[config.mk]
export PLATFORM = sky130hd
export DESIGN_NAME = spi_reg_xact_master
export DESIGN_NICKNAME = d
export VERILOG_FILES = /design/src/rtl/srtm_pkg.sv /design/src/rtl/srtm_hdr.sv /design/src/rtl/srtm_poll_cnt.sv /design/src/rtl/srtm_ctrl.sv /design/src/rtl/spi_reg_xact_master.sv
export SDC_FILE = /design/constraint.sdc
export NUM_CORES = 1
export LEC_CHECK = 0
export BUFFER_PORTS_ARGS = -buffer_cell sky130_fd_sc_hd__buf_2
export CAP_MARGIN = 20
export CORE_MARGIN = 2
export CORE_UTILIZATION = 43
export DETAILED_ROUTE_END_ITERATION = 16
export GPL_TIMING_DRIVEN = 1
export PLACE_DENSITY = 0.62
export SLEW_MARGIN = 20
export SYNTH_ARGS = -nofsm -noshare
export SYNTH_HDL_FRONTEND = slang
export SYNTH_SLANG_ARGS = --single-unit
[constraint.sdc]
create_clock -name clk -period 3.8 [get_ports clk]
set_input_delay 0.76 -clock clk [delete_from_list [all_inputs] [get_ports clk]]
set_output_delay 0.76 -clock clk [all_outputs]
set_load 0.1 [all_outputs]
[src/rtl/srtm_pkg.sv]
// Shared constants and state type for the SPI register transaction master.
// Assumes the frame header length field is six bits wide (up to 64 bytes).
package srtm_pkg;
    localparam int LEN_W = 6;

    typedef enum logic [1:0] {
        ST_IDLE,
        ST_HDR,
        ST_POLL,
        ST_DATA
    } srtm_state_t;
endpackage

[src/rtl/srtm_hdr.sv]
// Header byte selector: forms the direction/length byte followed by the
// address bytes, most significant first, and returns the one at index sel.
// Assumes sel never exceeds ADDR_BYTES.
module srtm_hdr
    import srtm_pkg::*;
#(
    parameter int ADDR_BYTES = 3,
    localparam int HDR_BYTES = ADDR_BYTES + 1,
    localparam int HIDX_W = $clog2(HDR_BYTES)
) (
    input  logic                    is_rd,
    input  logic [LEN_W-1:0]        len_m1,
    input  logic [8*ADDR_BYTES-1:0] addr,
    input  logic [HIDX_W-1:0]       sel,
    output logic [7:0]              hdr_byte
);
    logic [7:0] bytes [HDR_BYTES];

    // Byte 0: direction in bit 7, fixed one in bit 6, length minus one below.
    assign bytes[0] = {is_rd, 1'b1, len_m1};

    // Address bytes, most significant first.
    for (genvar k = 1; k < HDR_BYTES; k++) begin : g_addr
        assign bytes[k] = addr[8*(HDR_BYTES-1-k) +: 8];
    end

    // Select the requested header byte.
    assign hdr_byte = bytes[sel];
endmodule

[src/rtl/srtm_poll_cnt.sv]
// Counts not-ready poll bytes of the current transaction and flags the
// last allowed one. Assumes MAX_POLLS >= 2 and that inc is never raised
// together with last.
module srtm_poll_cnt #(
    parameter int MAX_POLLS = 1024,
    localparam int CW = $clog2(MAX_POLLS + 1)
) (
    input  logic clk,
    input  logic rst_n,
    input  logic clr,
    input  logic inc,
    output logic last
);
    logic [CW-1:0] cnt;

    // Count stalled polls; cleared whenever not polling.
    always_ff @(posedge clk) begin
        if (!rst_n || clr) cnt <= '0;
        else if (inc)      cnt <= cnt + 1'b1;
    end

    // The next stalled poll would be the MAX_POLLS-th one.
    assign last = (cnt == CW'(MAX_POLLS - 1));

    p_poll_bound_r9: assert property (@(posedge clk) disable iff (!rst_n)
        cnt < CW'(MAX_POLLS));
endmodule

[src/rtl/srtm_ctrl.sv]
// Transaction sequencer: accepts a request while idle, then steps through
// the header, wait-poll and data phases one shifter byte at a time, and
// releases chip select at the end or on poll-limit failure.
// Assumes the shifter never raises sh_done in the cycle sh_go is high.
module srtm_ctrl
    import srtm_pkg::*;
#(
    parameter int ADDR_BYTES = 3,
    localparam int HDR_BYTES = ADDR_BYTES + 1,
    localparam int HIDX_W = $clog2(HDR_BYTES)
) (
    input  logic                    clk,
    input  logic                    rst_n,
    input  logic                    req_valid,
    output logic                    req_ready,
    input  logic                    req_is_read,
    input  logic [8*ADDR_BYTES-1:0] req_addr,
    input  logic [LEN_W-1:0]        req_len_m1,
    input  logic [7:0]              wr_data,
    output logic                    wr_next,
    output logic                    rd_valid,
    output logic [7:0]              rd_data,
    output logic                    done,
    output logic                    err,
    output logic                    cs_n,
    output logic                    sh_go,
    output logic [7:0]              sh_txd,
    input  logic                    sh_done,
    input  logic [7:0]              sh_rxd,
    output logic                    h_is_rd,
    output logic [LEN_W-1:0]        h_len_m1,
    output logic [8*ADDR_BYTES-1:0] h_addr,
    output logic [HIDX_W-1:0]       h_sel,
    input  logic [7:0]              h_byte,
    output logic                    poll_clr,
    output logic                    poll_inc,
    input  logic                    poll_last
);
    srtm_state_t             st;
    logic                    is_rd_q;
    logic [LEN_W-1:0]        len_q;
    logic [8*ADDR_BYTES-1:0] addr_q;
    logic [LEN_W-1:0]        idx;

    // Header fields come from the request while idle, else from the latch.
    always_comb begin
        h_is_rd  = (st == ST_IDLE) ? req_is_read : is_rd_q;
        h_len_m1 = (st == ST_IDLE) ? req_len_m1  : len_q;
        h_addr   = (st == ST_IDLE) ? req_addr    : addr_q;
        h_sel    = (st == ST_IDLE) ? '0 : HIDX_W'(idx + 1'b1);
    end

    // Poll counter control: clear outside polling, count stalled polls.
    assign poll_clr  = (st != ST_POLL);
    assign poll_inc  = (st == ST_POLL) && sh_done && !sh_rxd[0] && !poll_last;
    assign req_ready = (st == ST_IDLE);

    // Main sequencer: one byte launched per shifter completion.
    always_ff @(posedge clk) begin
        if (!rst_n) begin
            st       <= ST_IDLE;
            is_rd_q  <= 1'b0;
            len_q    <= '0;
            addr_q   <= '0;
            idx      <= '0;
            cs_n     <= 1'b1;
            sh_go    <= 1'b0;
            sh_txd   <= 8'h00;
            rd_valid <= 1'b0;
            rd_data  <= 8'h00;
            done     <= 1'b0;
            err      <= 1'b0;
            wr_next  <= 1'b0;
        end else begin
            sh_go    <= 1'b0;
            rd_valid <= 1'b0;
            done     <= 1'b0;
            err      <= 1'b0;
            wr_next  <= 1'b0;
            case (st)
                ST_IDLE: if (req_valid) begin
                    is_rd_q <= req_is_read;
                    len_q   <= req_len_m1;
                    addr_q  <= req_addr;
                    idx     <= '0;
                    cs_n    <= 1'b0;
                    sh_go   <= 1'b1;
                    sh_txd  <= h_byte;
                    st      <= ST_HDR;
                end
                ST_HDR: if (sh_done) begin
                    sh_go <= 1'b1;
                    if (idx == LEN_W'(HDR_BYTES - 1)) begin
                        sh_txd <= 8'h00;
                        st     <= ST_POLL;
                    end else begin
                        idx    <= idx + 1'b1;
                        sh_txd <= h_byte;
                    end
                end
                ST_POLL: if (sh_done) begin
                    if (sh_rxd[0]) begin
                        idx     <= '0;
                        sh_go   <= 1'b1;
                        sh_txd  <= is_rd_q ? 8'h00 : wr_data;
                        wr_next <= !is_rd_q;
                        st      <= ST_DATA;
                    end else if (poll_last) begin
                        cs_n <= 1'b1;
                        done <= 1'b1;
                        err  <= 1'b1;
                        st   <= ST_IDLE;
                    end else begin
                        sh_go  <= 1'b1;
                        sh_txd <= 8'h00;
                    end
                end
                ST_DATA: if (sh_done) begin
                    if (is_rd_q) begin
                        rd_valid <= 1'b1;
                        rd_data  <= sh_rxd;
                    end
                    if (idx == len_q) begin
                        cs_n <= 1'b1;
                        done <= 1'b1;
                        st   <= ST_IDLE;
                    end else begin
                        idx     <= idx + 1'b1;
                        sh_go   <= 1'b1;
                        sh_txd  <= is_rd_q ? 8'h00 : wr_data;
                        wr_next <= !is_rd_q;
                    end
                end
                default: st <= ST_IDLE;
            endcase
        end
    end

    p_cs_low_on_byte_r3: assert property (@(posedge clk) disable iff (!rst_n)
        sh_go |-> !cs_n);
    p_rd_only_data_r5: assert property (@(posedge clk) disable iff (!rst_n)
        rd_valid |-> $past(st == ST_DATA && sh_done && is_rd_q));
    p_wr_next_write_r7: assert property (@(posedge clk) disable iff (!rst_n)
        wr_next |-> (!is_rd_q && sh_go));
    p_done_release_r8: assert property (@(posedge clk) disable iff (!rst_n)
        done |-> (cs_n && !sh_go));
    p_err_with_done_r9: assert property (@(posedge clk) disable iff (!rst_n)
        err |-> done);
    p_ready_idle_r10: assert property (@(posedge clk) disable iff (!rst_n)
        req_ready |-> cs_n);
endmodule

[src/rtl/spi_reg_xact_master.sv]
// Top level of the SPI register transaction master: ties the sequencer to
// the header selector and the poll-limit counter. Assumes one device and
// an external byte shifter that generates the serial clock.
module spi_reg_xact_master
    import srtm_pkg::*;
#(
    parameter int ADDR_BYTES = 3,
    parameter int MAX_POLLS  = 1024,
    localparam int HIDX_W = $clog2(ADDR_BYTES + 1)
) (
    input  logic                    clk,
    input  logic                    rst_n,
    input  logic                    req_valid,
    output logic                    req_ready,
    input  logic                    req_is_read,
    input  logic [8*ADDR_BYTES-1:0] req_addr,
    input  logic [LEN_W-1:0]        req_len_m1,
    input  logic [7:0]              wr_data,
    output logic                    wr_next,
    output logic                    rd_valid,
    output logic [7:0]              rd_data,
    output logic                    done,
    output logic                    err,
    output logic                    cs_n,
    output logic                    sh_go,
    output logic [7:0]              sh_txd,
    input  logic                    sh_done,
    input  logic [7:0]              sh_rxd
);
    logic                    h_is_rd;
    logic [LEN_W-1:0]        h_len_m1;
    logic [8*ADDR_BYTES-1:0] h_addr;
    logic [HIDX_W-1:0]       h_sel;
    logic [7:0]              h_byte;
    logic                    poll_clr, poll_inc, poll_last;

    srtm_hdr #(.ADDR_BYTES(ADDR_BYTES)) u_hdr (
        .is_rd(h_is_rd), .len_m1(h_len_m1), .addr(h_addr),
        .sel(h_sel), .hdr_byte(h_byte)
    );

    srtm_poll_cnt #(.MAX_POLLS(MAX_POLLS)) u_poll (
        .clk(clk), .rst_n(rst_n), .clr(poll_clr), .inc(poll_inc),
        .last(poll_last)
    );

    srtm_ctrl #(.ADDR_BYTES(ADDR_BYTES)) u_ctrl (
        .clk(clk), .rst_n(rst_n),
        .req_valid(req_valid), .req_ready(req_ready),
        .req_is_read(req_is_read), .req_addr(req_addr),
        .req_len_m1(req_len_m1), .wr_data(wr_data), .wr_next(wr_next),
        .rd_valid(rd_valid), .rd_data(rd_data), .done(done), .err(err),
        .cs_n(cs_n), .sh_go(sh_go), .sh_txd(sh_txd),
        .sh_done(sh_done), .sh_rxd(sh_rxd),
        .h_is_rd(h_is_rd), .h_len_m1(h_len_m1), .h_addr(h_addr),
        .h_sel(h_sel), .h_byte(h_byte),
        .poll_clr(poll_clr), .poll_inc(poll_inc), .poll_last(poll_last)
    );
endmodule

# --- Yosys cells after proc, flatten, opt, wreduce, memory -nomap -nowiden ---
# Index checks and enable logic that the tools add are counted.
word_totals:
  memories: 0
  latchBits: 0
  reg_bits: 72
  mem_bits_rw: 0
  romBits: 0
  elab_cells: 117
classes:
  order_cmp: 1
  n_mul: 0
  n_bitwise: 1
  shift: 0
  addsub: 2
  div: 0
  n_eq_ne: 20
  mux: 61
  reduce_logical: 18
op_table:
  columns: ["op", "n"]
  rows:
  - ["$mux W8", 11]
  - ["$mux W6", 8]
  - ["$pmux W8 S4", 1]
  - ["$mux W1", 24]
  - ["$mux W24", 1]
  - ["$pmux W6 S4", 1]
  - ["$reduce_and A7 Y1", 3]
  - ["$mux W2", 9]
  - ["$ne A2 B2 Y1 const B", 9]
  - ["$bmux W8 S2", 1]
  - ["$add A11 B1 Y11 const B", 1]
  - ["$eq A11 B10 Y1 const B", 1]
  - ["$pmux W2 S4", 1]
  - ["$add A6 B1 Y6 const B", 1]
  - ["$eq A6 B2 Y1 const B", 1]
  - ["$eq A6 B6 Y1", 1]
  - ["$ne A2 B1 Y1 const B", 3]
  - ["$reduce_and A3 Y1", 2]
  - ["$reduce_and A6 Y1", 1]
  - ["$eq A2 B2 Y1 const B", 2]
  - ["$logic_not A1 Y1", 4]
  - ["$pmux W1 S2", 2]
  - ["$pmux W1 S4", 1]
  - ["$reduce_and A2 Y1", 2]
  - ["10 further kinds", 12]

# --- Longest topological paths before layout ---
logic_depth:
  depth_word: 9
  mapped_depth: 8
  depth_no_buf: 6

# --- By module ---
# Synthesis repeated with hierarchy kept, for this count alone.
unflattened:
  cells_unflattened: 420
  hier_area_um2: 3606.0
modules_own_cells:
  columns: ["mod", "n_inst", "cells_each", "area_per_inst_um2"]
  rows:
  - ["srtm_ctrl", 1, 351, 2900.3]
  - ["srtm_poll_cnt", 1, 57, 509.2]
  - ["srtm_hdr", 1, 12, 196.4]

# --- Least setup slack after synthesis ---
# OpenSTA, ideal clock, no wires.
synth_path:
  kind: "reg2reg"
  startpoint: "register u_ctrl.st[0]"
  endpoint: "register u_ctrl.cs_n"
  slack_ns: 1.441
  arrival_ns: 2.239
  setup_time_ns: 0.120
  required_time_ns: 3.680
  stages_incl_launch_ff: 9
  path_cell_list: "dfxtp_1 > clkbuf_1 > or2_2 > buf_2 > inv_1 > nand2_1 > clkbuf_1 > a21oi_1 > nand2_1"
synth_via:
  elab_chain_cells: 3
synth_lines:
  columns: ["item", "line_no", "source"]
  rows:
  - ["start, declared", "srtm_ctrl.sv:39", "srtm_state_t st;"]
  - ["start signal, assigned", "srtm_ctrl.sv:61", "st <= ST_IDLE;"]
  - ["start signal, assigned", "srtm_ctrl.sv:89", "st <= ST_HDR;"]
  - ["start signal, assigned", "srtm_ctrl.sv:95", "st <= ST_POLL;"]
  - ["$logic_not A2 Y1 (*)", null, null]
  - ["net req_ready", "spi_reg_xact_master.sv:14", "output logic req_ready,"]
  - ["$ne A2 B2 Y1 (no line) or $reduce_bool A3 Y1 (tied branches)", null, null]
  - ["$reduce_and A7 Y1 (no line)", null, null]
  - ["end signal, assigned", "srtm_ctrl.sv:66", "cs_n <= 1'b1;"]
  - ["end signal, assigned", "srtm_ctrl.sv:86", "cs_n <= 1'b0;"]
  - ["end signal, assigned", "srtm_ctrl.sv:109", "cs_n <= 1'b1;"]
  - ["end, declared", "srtm_ctrl.sv:25", "output logic cs_n,"]
# Mark *: on every way through the listed nets, which the timed path passes. The rest lies on a longest branch.
# A chain may end at the register's enable or synchronous reset.

# --- Final worst setup path ---
layout_path:
  startpoint: "register u_ctrl.st[1]"
  endpoint: "output port req_ready"
layout_via:
  elab_chain_cells: 1
layout_lines:
  columns: ["item", "line_no", "source"]
  rows:
  - ["$logic_not A2 Y1", "srtm_ctrl.sv:56", "assign req_ready = (st == ST_IDLE);"]
  - ["end, declared", "spi_reg_xact_master.sv:14", null]
# Every way passes these cells.

==> key figures <==
Clock network
  – Clock buffer count from CTS: 9
  – CTS resizes: 0
  – Root buffer cell: clkbuf_8
  – Post-CTS setup buffers: 0
  – Clk_lat worst skew: 370 ps
  – CTS tree: built
  – Hold_buf cts: 0
  – Clk slew on worst S/H paths: 80 ps
  – H-Tree Depth: 3
  – TritonCTS Sinks: 72
  – Clk buf depth: 2

Worst setup path
  – RR Startpoint: u_ctrl.idx[0]
  – Critical Path End: req_ready
  – Crit start category: register
  – Cell depth of the worst flop-to-flop path: 6
  – Flop2flop setup slack: 1140 ps
  – Arr. time, crit path: 2070 ps
  – Worst R2R End: u_ctrl.sh_txd[1]
  – CP startpoint: u_ctrl.st[1]
  – WS Path Type: register to output port
  – Worst Setup End Kind: output port
  – Crit path max fanout: 13
  – CP required: 3040 ps

Power
  – Flop pwr share: a little over two fifths
  – Net Sw Frac: between 30% and 40%
  – Sw Pwr: 0.7161 mW
  – Internal cell power: 1.278 mW
  – Total power after layout: 1.994 mW
  – Cell Pwr Density: between 400 and 500 nW/um^2
  – Comb pwr share: 24.2%
  – Peak supply drop: approximately 0.23 mV
  – Clock Power Share: 33.2%
  – LEAKAGE: about 1.5 nW

Synth
  – Adder-cell share of the synthesized area: 0.7281%
  – Syn Inst Count: 410
  – Synth Area in Compound Gates: between 10% and 20%
  – Simple-gate share of the synthesized area: 23.59%
  – Post-Synth XOR/XNOR Area: 2.803%
  – Synth warn: 0
  – Mapped Nets: roughly 460
  – Main combinational cell family by area after synthesis: simple AND/OR/NAND/NOR gates
  – Synth Cell Area: 3437 um^2
  – Sequential-to-total area share from yosys stat: between 40% and 50%
  – Post-synthesis register bit count: 72
  – Post-synth EDFFs: 0
  – Asr flop ratio synth: 0%
  – Post-synthesis mux area share: 7.608%
  – Post-synth cell types: 55
  – Syn avg cell area: 8.383 um^2
  – Prevailing post-synth register cell: dfxtp_1

STA
  – Clk_skew: 12.66 ps
  – Achievable Freq: 353.7 MHz
  – Fin Hold WS: ~460 ps
  – Final hold vios: 0
  – RSZ-0062 raised after global routing: false
  – TNS Setup: 0 ps
  – Rel. slew slack: 36.46%
  – Worst-Margin Slew: 951.8 ps
  – Fin. max-slew vios: 0
  – Fin crit period: 2827 ps
  – Final setup fails: 0
  – Final Cycle Share: approximately three quarters

Finish
  – Finished Layout Cells: 575
  – Layout cells sized above 1: approximately a quarter
  – # nets final: ~520
  – Area delta synth->final: 17.58%
  – # diodes: 0
  – Most frequent cells in the layout: nand2_1, buf_2, dfxtp_1, a21oi_1, nor2_1
  – Commonest non-fill, non-tap cell in the layout: nand2_1
  – Final Util: 52.30%

Floorplan
  – Core area: ~7700 um^2
  – Die height: between 90 and 100 um
  – Die Width: 93.41 um
  – I/O Pins: between 70 and 80
  – Row count: 32
  – Full die area: 8724 um^2
  – Starting Density: 44.48%

Global routing
  – Largest net degree at the start of global routing: 52
  – Global Route Usage Sum: 21.58%
  – First-pass GRT wire length: roughly 15000 um
  – Overflow after GRT: 0
  – Initial antenna violation count: 0
  – Number of global-route vias before repair: 2930

Drt
  – DRT iter0 DRCs: 111
  – Routed WL: 8862 um
  – Vias: 3093
  – Drt via density: 5.379
  – WL/cell: between 15 and 20 um
  – Initial DRT Pass Iterations: 4
  – Routed Antenna Nets: 0
  – Drc violations: 0

Run
  – Max-Cap Viols: 0

Status
  – Outcome: completed

Placement
  – GPL Wtd Cong: 0.8711
  – DP Cell Count: 559
  – Port Buffers: 73
  – HPWL Detailed: ~6300 um

Hold path
  – Hold Path Class: register to register
## logic make-up (layout without fill, tap and decap cells)
group | count (synthesis) | after routing
AO/OA/AOI/OAI | 99 | 99
AND/OR/NAND/NOR | 171 | 171
buffers and inverters | 36 | 99
adder cells (fa/ha/maj) | 2 | 2
multiplexers | 19 | 19
flip-flops | 72 | 72
XOR/XNOR | 11 | 11
## synth_stat cells (all sizes together) (3+ instances only)
master | number | share of area [%]
nand2 | 98 | 11
dfxtp | 72 | 42
a21oi | 55 | 8.0
clkbuf | 20 | 2.2
nor2 | 16 | 1.7
a211oi | 9 | 3.1
buf | 9 | 1.5
nand3 | 9 | 1.3
a32oi | 7 | 1.8
inv | 7 | 0.76
mux2 | 7 | 2.3
mux2i | 7 | 2.0
nand4 | 7 | 1.3
o21ai | 6 | 0.87
xor2 | 6 | 1.5
mux4 | 5 | 3.3
nand2b | 5 | 0.91
nor2b | 5 | 0.91
xnor2 | 5 | 1.3
a31oi | 4 | 0.73
nor4 | 4 | 0.73
nor4b | 4 | 1.0
o21a | 4 | 0.87
a21boi | 3 | 0.66
and2 | 3 | 0.62
and3 | 3 | 0.55
## per-layer routing
layer / global-route usage, % / part of all wire, % / up-vias
met3: 5.802 / 4.0 / 10
met2: 34.83 / 47 / 68
met4: 6.740 / 1.4 / 0
li1: - / - / 1552
met1: 28.13 / 47 / 1463
met5: 0 / 0 / -
## power by group through the flow
stage	Clock [mW]	Sequential, mW	Combinational (mW)
after floorplan	0	0.978	0.261
after global placement	0	0.869	0.477
after CTS	0.672	0.851	0.485
after detailed placement	0	0.868	0.484
final	0.661	0.851	0.482
after global routing	0.701	0.859	0.517
## flip-flops by register name, indices dropped and copies added, names as in the netlist
register         cells
u_ctrl.rd_valid      1
u_ctrl.addr_q       24
u_ctrl.rd_data       8
u_ctrl.sh_go         1
u_poll.cnt          11
u_ctrl.cs_n          1
u_ctrl.idx           6
u_ctrl.sh_txd        8
u_ctrl.st            2
u_ctrl.wr_next       1
u_ctrl.done          1
u_ctrl.len_q         6
u_ctrl.is_rd_q       1
u_ctrl.err           1
## how the worst min path moves through the flow
stage / from / to / slack (ps) / depth (start not counted)
finish: u_ctrl.rd_data[2] / u_ctrl.rd_data[2] / 460 / 2
global route: u_ctrl.addr_q[13] / u_ctrl.addr_q[13] / 480 / 2
CTS: u_ctrl.rd_data[2] / u_ctrl.rd_data[2] / 460 / 2
detailed placement: u_ctrl.rd_data[2] / u_ctrl.rd_data[2] / 450 / 2
global placement: u_ctrl.rd_data[3] / u_ctrl.rd_data[3] / 440 / 2
floorplan: u_ctrl.addr_q[14] / u_ctrl.addr_q[14] / 430 / 2
## cell type report
cell class / count / area [um^2]
Clock buffer: 10 / 137.6
Clock inverter: 6 / 75.07
Fill cell: 765 / 3686
Inverter: 7 / 26.28
Multi-Input combinational cell: 302 / 1846
Sequential cell: 72 / 1441
Tap cell: 102 / 127.6
Timing Repair Buffer: 76 / 387.9
## stage by stage
| step | setup WS (ps) | cell area, um^2 |
|---|---|---|
| after floorplan | 1441 | 3437 |
| after global placement | 1224 | 3829 |
| after detailed placement | 1125 | 3829 |
| after CTS | 957.1 | 4041 |
| after global routing | 857.5 | 4041 |
| final | 972.7 | 4041 |
## worst max-delay path, cell delays in order (launching register included)
cell and delay [ps]:
dfxtp_1 440, buf_4 250, or2_2 390, inv_1 170, buf_2 450
Power figures use the tool's default switching activity.
